**config.mk**
```make
export PLATFORM = sky130hd
export DESIGN_NAME = seg_load_check
export DESIGN_NICKNAME = d
export VERILOG_FILES = /design/src/rtl/seg_load_check.sv
export SDC_FILE = /design/constraint.sdc
export NUM_CORES = 1
export LEC_CHECK = 0
export BUFFER_PORTS_ARGS = -buffer_cell sky130_fd_sc_hd__buf_2
export CAP_MARGIN = 10
export CORE_ASPECT_RATIO = 1.5
export CORE_MARGIN = 8
export CORE_UTILIZATION = 60
export DETAILED_ROUTE_END_ITERATION = 8
export PLACE_DENSITY_LB_ADDON = 0.05
export SYNTH_ARGS = -nofsm -noshare
export SYNTH_HDL_FRONTEND = slang
export SYNTH_SLANG_ARGS = --single-unit
```
**constraint.sdc**
```tcl
create_clock -name clk -period 2.8 [get_ports clk]
set_input_delay 0.28 -clock clk [delete_from_list [all_inputs] [get_ports clk]]
set_output_delay 0.28 -clock clk [all_outputs]
set_load 0.05 [all_outputs]
```
**src/rtl/seg_load_check.sv**
```systemverilog
module seg_load_check #(
  parameter bit LONG_MODE_EN = 1'b1
) (
  input  logic        clk,
  input  logic        rst_n,
  input  logic        start,
  input  logic [2:0]  seg_id,
  input  logic [15:0] selector,
  input  logic [1:0]  cpl,
  input  logic        real_mode,
  input  logic        v86_mode,
  input  logic        long64,
  input  logic [63:0] desc,
  input  logic [2:0]  rd_id,
  output logic        done,
  output logic        fault,
  output logic [1:0]  fault_cls,
  output logic [15:0] err_code,
  output logic        acc_req,
  output logic        bad_id,
  output logic [15:0] rd_sel,
  output logic        rd_valid,
  output logic [7:0]  rd_ar,
  output logic [31:0] rd_base,
  output logic [31:0] rd_limit,
  output logic [3:0]  rd_flags
);

  localparam int       NSEG    = 5;
  localparam logic [2:0] ID_SS = 3'd4;
  localparam logic [1:0] CLS_NONE = 2'd0;
  localparam logic [1:0] CLS_GP   = 2'd1;
  localparam logic [1:0] CLS_STK  = 2'd2;
  localparam logic [1:0] CLS_NP   = 2'd3;

  typedef enum logic [2:0] {ACT_NONE, ACT_NULL, ACT_LOAD, ACT_REAL, ACT_V86} act_t;

  logic [15:0] c_sel   [NSEG];
  logic        c_valid [NSEG];
  logic [7:0]  c_ar    [NSEG];
  logic [31:0] c_base  [NSEG];
  logic [31:0] c_limit [NSEG];
  logic [3:0]  c_flags [NSEG];

  wire       id_ok   = seg_id < 3'(NSEG);
  wire       is_ss   = seg_id == ID_SS;
  wire [1:0] rpl     = selector[1:0];
  wire       is_null = selector[15:2] == 14'd0;

  wire [7:0]  d_ar    = desc[47:40];
  wire        d_p     = d_ar[7];
  wire [1:0]  d_dpl   = d_ar[6:5];
  wire        d_s     = d_ar[4];
  wire        d_code  = d_ar[3];
  wire        d_conf  = d_ar[2];
  wire        d_rw    = d_ar[1];
  wire [31:0] d_base  = {desc[63:56], desc[39:16]};
  wire [19:0] d_lim   = {desc[51:48], desc[15:0]};
  wire [3:0]  d_flags = desc[55:52];
  wire [31:0] d_scaled = desc[55] ? {d_lim, 12'hFFF} : {12'h000, d_lim};

  act_t       act;
  logic [1:0] cls;

  always_comb begin
    act = ACT_NONE;
    cls = CLS_NONE;
    if (!id_ok) begin
      act = ACT_NONE;
    end else if (real_mode) begin
      act = ACT_REAL;
    end else if (v86_mode) begin
      act = ACT_V86;
    end else if (is_ss) begin
      if (is_null) begin
        if (LONG_MODE_EN && long64 && cpl != 2'd3 && rpl == cpl) act = ACT_NULL;
        else cls = CLS_GP;
      end else if (rpl != cpl) cls = CLS_GP;
      else if (!d_s || d_code || !d_rw) cls = CLS_GP;
      else if (d_dpl != cpl) cls = CLS_GP;
      else if (!d_p) cls = CLS_STK;
      else act = ACT_LOAD;
    end else begin
      if (is_null) act = ACT_NULL;
      else if (!d_s || (d_code && !d_rw)) cls = CLS_GP;
      else if ((!d_code || !d_conf) && (rpl > d_dpl || cpl > d_dpl)) cls = CLS_GP;
      else if (!d_p) cls = CLS_NP;
      else act = ACT_LOAD;
    end
  end

  always_ff @(posedge clk or negedge rst_n) begin
    if (!rst_n) begin
      for (int i = 0; i < NSEG; i++) begin
        c_sel[i]   <= '0;
        c_valid[i] <= 1'b0;
        c_ar[i]    <= '0;
        c_base[i]  <= '0;
        c_limit[i] <= '0;
        c_flags[i] <= '0;
      end
    end else if (start) begin
      for (int i = 0; i < NSEG; i++) begin
        if (3'(i) == seg_id) begin
          case (act)
            ACT_NULL: begin
              c_sel[i]   <= '0;
              c_valid[i] <= 1'b0;
              c_ar[i]    <= 8'h10;
              c_base[i]  <= '0;
              c_limit[i] <= '0;
              c_flags[i] <= '0;
            end
            ACT_LOAD: begin
              c_sel[i]   <= selector;
              c_valid[i] <= 1'b1;
              c_ar[i]    <= d_ar;
              c_base[i]  <= d_base;
              c_limit[i] <= d_scaled;
              c_flags[i] <= d_flags;
            end
            ACT_REAL: begin
              c_sel[i]   <= selector;
              c_valid[i] <= 1'b1;
              c_ar[i]    <= {1'b1, c_ar[i][6:5], 1'b1, 4'h3};
              c_base[i]  <= {12'h000, selector, 4'h0};
            end
            ACT_V86: begin
              c_sel[i]   <= selector;
              c_valid[i] <= 1'b1;
              c_ar[i]    <= 8'hF3;
              c_base[i]  <= {12'h000, selector, 4'h0};
              c_limit[i] <= 32'h0000_FFFF;
              c_flags[i] <= 4'h0;
            end
            default: ;
          endcase
        end
      end
    end
  end

  always_ff @(posedge clk or negedge rst_n) begin
    if (!rst_n) begin
      done      <= 1'b0;
      fault     <= 1'b0;
      fault_cls <= CLS_NONE;
      err_code  <= '0;
      acc_req   <= 1'b0;
      bad_id    <= 1'b0;
    end else begin
      done      <= start;
      fault     <= start && cls != CLS_NONE;
      fault_cls <= start ? cls : CLS_NONE;
      err_code  <= (start && cls != CLS_NONE) ? {selector[15:2], 2'b00} : 16'h0000;
      acc_req   <= start && act == ACT_LOAD && !desc[40];
      bad_id    <= start && !id_ok;
    end
  end

  always_comb begin
    rd_sel   = '0;
    rd_valid = 1'b0;
    rd_ar    = '0;
    rd_base  = '0;
    rd_limit = '0;
    rd_flags = '0;
    for (int i = 0; i < NSEG; i++) begin
      if (3'(i) == rd_id) begin
        rd_sel   = c_sel[i];
        rd_valid = c_valid[i];
        rd_ar    = c_ar[i];
        rd_base  = c_base[i];
        rd_limit = c_limit[i];
        rd_flags = c_flags[i];
      end
    end
  end

endmodule


```
==> results.tsv <==
metric	value	unit
outcome	finished, final reports clean	
GRT Total Usage	0.300	
vias in the first global route	17800	
max-capacitance violation count	0	
Startpoint Class	input pin	
Filler cells	2626	
post-CTS sizing	0	
DIE AREA	43600	sq um
WL final	65900	microns
CP required	3.31	ns
critical path buffer and inverter count	3	
Design Power	17900	uW
Nets	2037	
std cell rows	86	
IO Port Bufs	206	
clock root cell	clkbuf_16	
synthesized area per cell	12.6	sq um
max_slew headroom	0.277	
DP HPWL	41300	microns
Worst Tran Pin Value	1.08	ns
most common cell type on the critical path	buf_4	
Max H-tree Level	2	
CP Cell Sequence	buf_2 -> nor4_2 -> nand4_2 -> buf_4 -> a31oi_4 -> nor2_2 -> buf_4 -> and3_1 -> mux2_2	
crit end category	register	
clock tree buffer depth	3	
Finished Cell Area	26100	sq um
RSZ-0062 raised after global routing	false	
Num CTS Buffers	47	
maximum vdd ir drop	0.693	mV
Worst-Skew Late Latency	0.56	ns
Pleak	0.0121	uW
Synth Flop Type	dfrtp_1	
layout cells sized above 1	0.352	
FF+latch count, synth	485	
Die H	252	microns
area leader, netlist	dfrtp_1	
Worst EP arrival	2.83	ns
Syn Std Cell Area	22200	sq um
cts hold-fix bufs	3	
final antenna-violating net count	0	
Syn. warnings	0	
placement-stage cell area	24500	sq um
CP max-delay cell	nor2_2	
RD Place Congestion	0.819	
router iterations before antenna repair	5	
Synth area leaders	dfrtp_1, mux2_2, o221a_2	
grt ovf	0	
most common cell in the synthesized netlist	dfrtp_1	
sequential share of the synthesized area	0.546	
maximum clock rate	0.430	GHz
Wirelength per Cell	26.8	microns
Final Hold Fails	0	
largest net degree at the start of global routing	77	
Post-synth EDFFs	0	
Core Region	36700	sq um
pwr/cell area	686	nW/um^2
maximum fanout along the worst path	21	
post-synth top area share	0.546	
Layout area overhead	17.3	%
initial antenna violation count	7	
skew final	0	ns
critical path type	input pin to register	
synth cell count leaders	dfrtp_1, mux2_2, clkbuf_1	
Reg clk slew, reported paths	0.06	ns
initial core utilization	0.606	
TritonCTS clock tree	built	
vias per inst	6.76	
ys async rst share	1.00	
final setup violating endpoints	0	
1st-iter DRT viols	1364	
Tcrit/Tclk final	0.830	
Hold Crit Class	input pin to register	
global-route wire length before repair	104000	microns
DIE WIDTH	173	microns
I/O Pins	209	
Clock Sinks	485	
DR DRC count	0	
minimum clock period	2.32	ns
Synth Instances	1763	
Max Slew Vio Count	0	
post-CTS setup buffers	0	
Vias	16700	
Yosys cell types	57	
Largest stage delay, worst path	0.86	ns
CP top delay family	simple AND/OR/NAND/NOR gates	
-- through the flow --
step / worst slack [ns] / utilization / setup TNS [ns] / hold WS (ns) / std cells
after global routing: 0.407 / 0.710 / 0 / 0.0339 / 2458
after CTS: 0.557 / 0.710 / 0 / 0.0159 / 2458
after floorplan: 0.00700 / - / 0 / -0.0156 / 1764
after detailed placement: -0.0340 / 0.667 / -0.370 / 0.293 / 2371
final: 0.476 / 0.711 / 0 / 0.0407 / 2464
after global placement: 0.0173 / 0.667 / 0 / 0.289 / 2371
-- layout by cell type (no fill, tap or decap), drive strengths merged, types with 4 or more instances in the layout --
master,n
mux2i,76
inv,35
and3,22
o2bb2ai,71
o221a,91
o21ai,29
o311ai,5
clkinv,6
nand2,49
nor2,82
and2,16
a22o,80
a311oi,4
nand2b,6
diode,6
mux4,23
a32o,46
buf,299
a21o,11
ha,4
a22oi,70
mux2,180
dfrtp,485
a21oi,74
nor2b,5
nand3,9
or2,14
clkbuf,74
nor4,4
o22ai,70
-- final cells by class --
| cell class | instances | area (sq um) | share of cell area |
|---|---|---|---|
| multi-input cells | 1069 | 9300 | 0.357 |
| diodes | 6 | 15.0 | 0.000576 |
| clock buffers | 73 | 1420 | 0.0543 |
| clock inverters | 11 | 126 | 0.00485 |
| inverters | 33 | 124 | 0.00475 |
| repair buffers | 303 | 2350 | 0.0900 |
| flip-flops and latches | 485 | 12100 | 0.466 |
| well taps | 484 | 606 | 0.0232 |
-- logic make-up (layout without fill, tap and decap cells) --
group                    after synthesis  after routing  share of synthesized area
buffers and inverters                210            420                     0.0411
AO/OA/AOI/OAI                        564            564                      0.212
flip-flops                           485            485                      0.546
multiplexers                         279            279                      0.149
adder cells (fa/ha/maj)                4              4                    0.00225
AND/OR/NAND/NOR                      218            218                     0.0492
XOR/XNOR                               2              2                   0.000788
other                                  1              8                   0.000169
-- worst paths after layout --
kind | start | cells after the start | end | slack (ns)
min | desc[52] | 2 | c_flags[0] | 0.04
min reg2reg | c_ar[12] | 1 | c_ar[12] | 0.47
min in group asynchronous | rst_n | 2 | c_limit[23] | 0.28
max reg2reg | c_base[78] | 1 | c_base[78] | 1.98
max | selector[14] | 9 | c_base[99] | 0.48
max in group asynchronous | rst_n | 3 | c_limit[110] | 1.62
-- power by group --
| part | switching [uW] | internal (uW) |
|---|---|---|
| Combinational | 1730 | 1360 |
| Clock | 2710 | 3660 |
| Sequential | 502 | 7930 |
-- routing by layer --
| metal | up-vias | global-route usage | part of all wire |
|---|---|---|---|
| met5 | - | 0 | 0.00020 |
| met4 | 2 | 0.115 | 0.034 |
| met3 | 137 | 0.0576 | 0.074 |
| met2 | 768 | 0.517 | 0.51 |
| met1 | 8658 | 0.371 | 0.38 |
| li1 | 7094 | - | - |
-- flip-flops by register name, indices dropped and copies added, names as in the netlist --
| register | count |
|---|---|
| fault_cls | 2 |
| c_ar | 40 |
| bad_id | 1 |
| acc_req | 1 |
| c_valid | 5 |
| c_flags | 20 |
| c_sel | 80 |
| done | 1 |
| c_base | 160 |
| c_limit | 160 |
| err_code | 14 |
| fault | 1 |
Power figures use the tool's default switching activity.
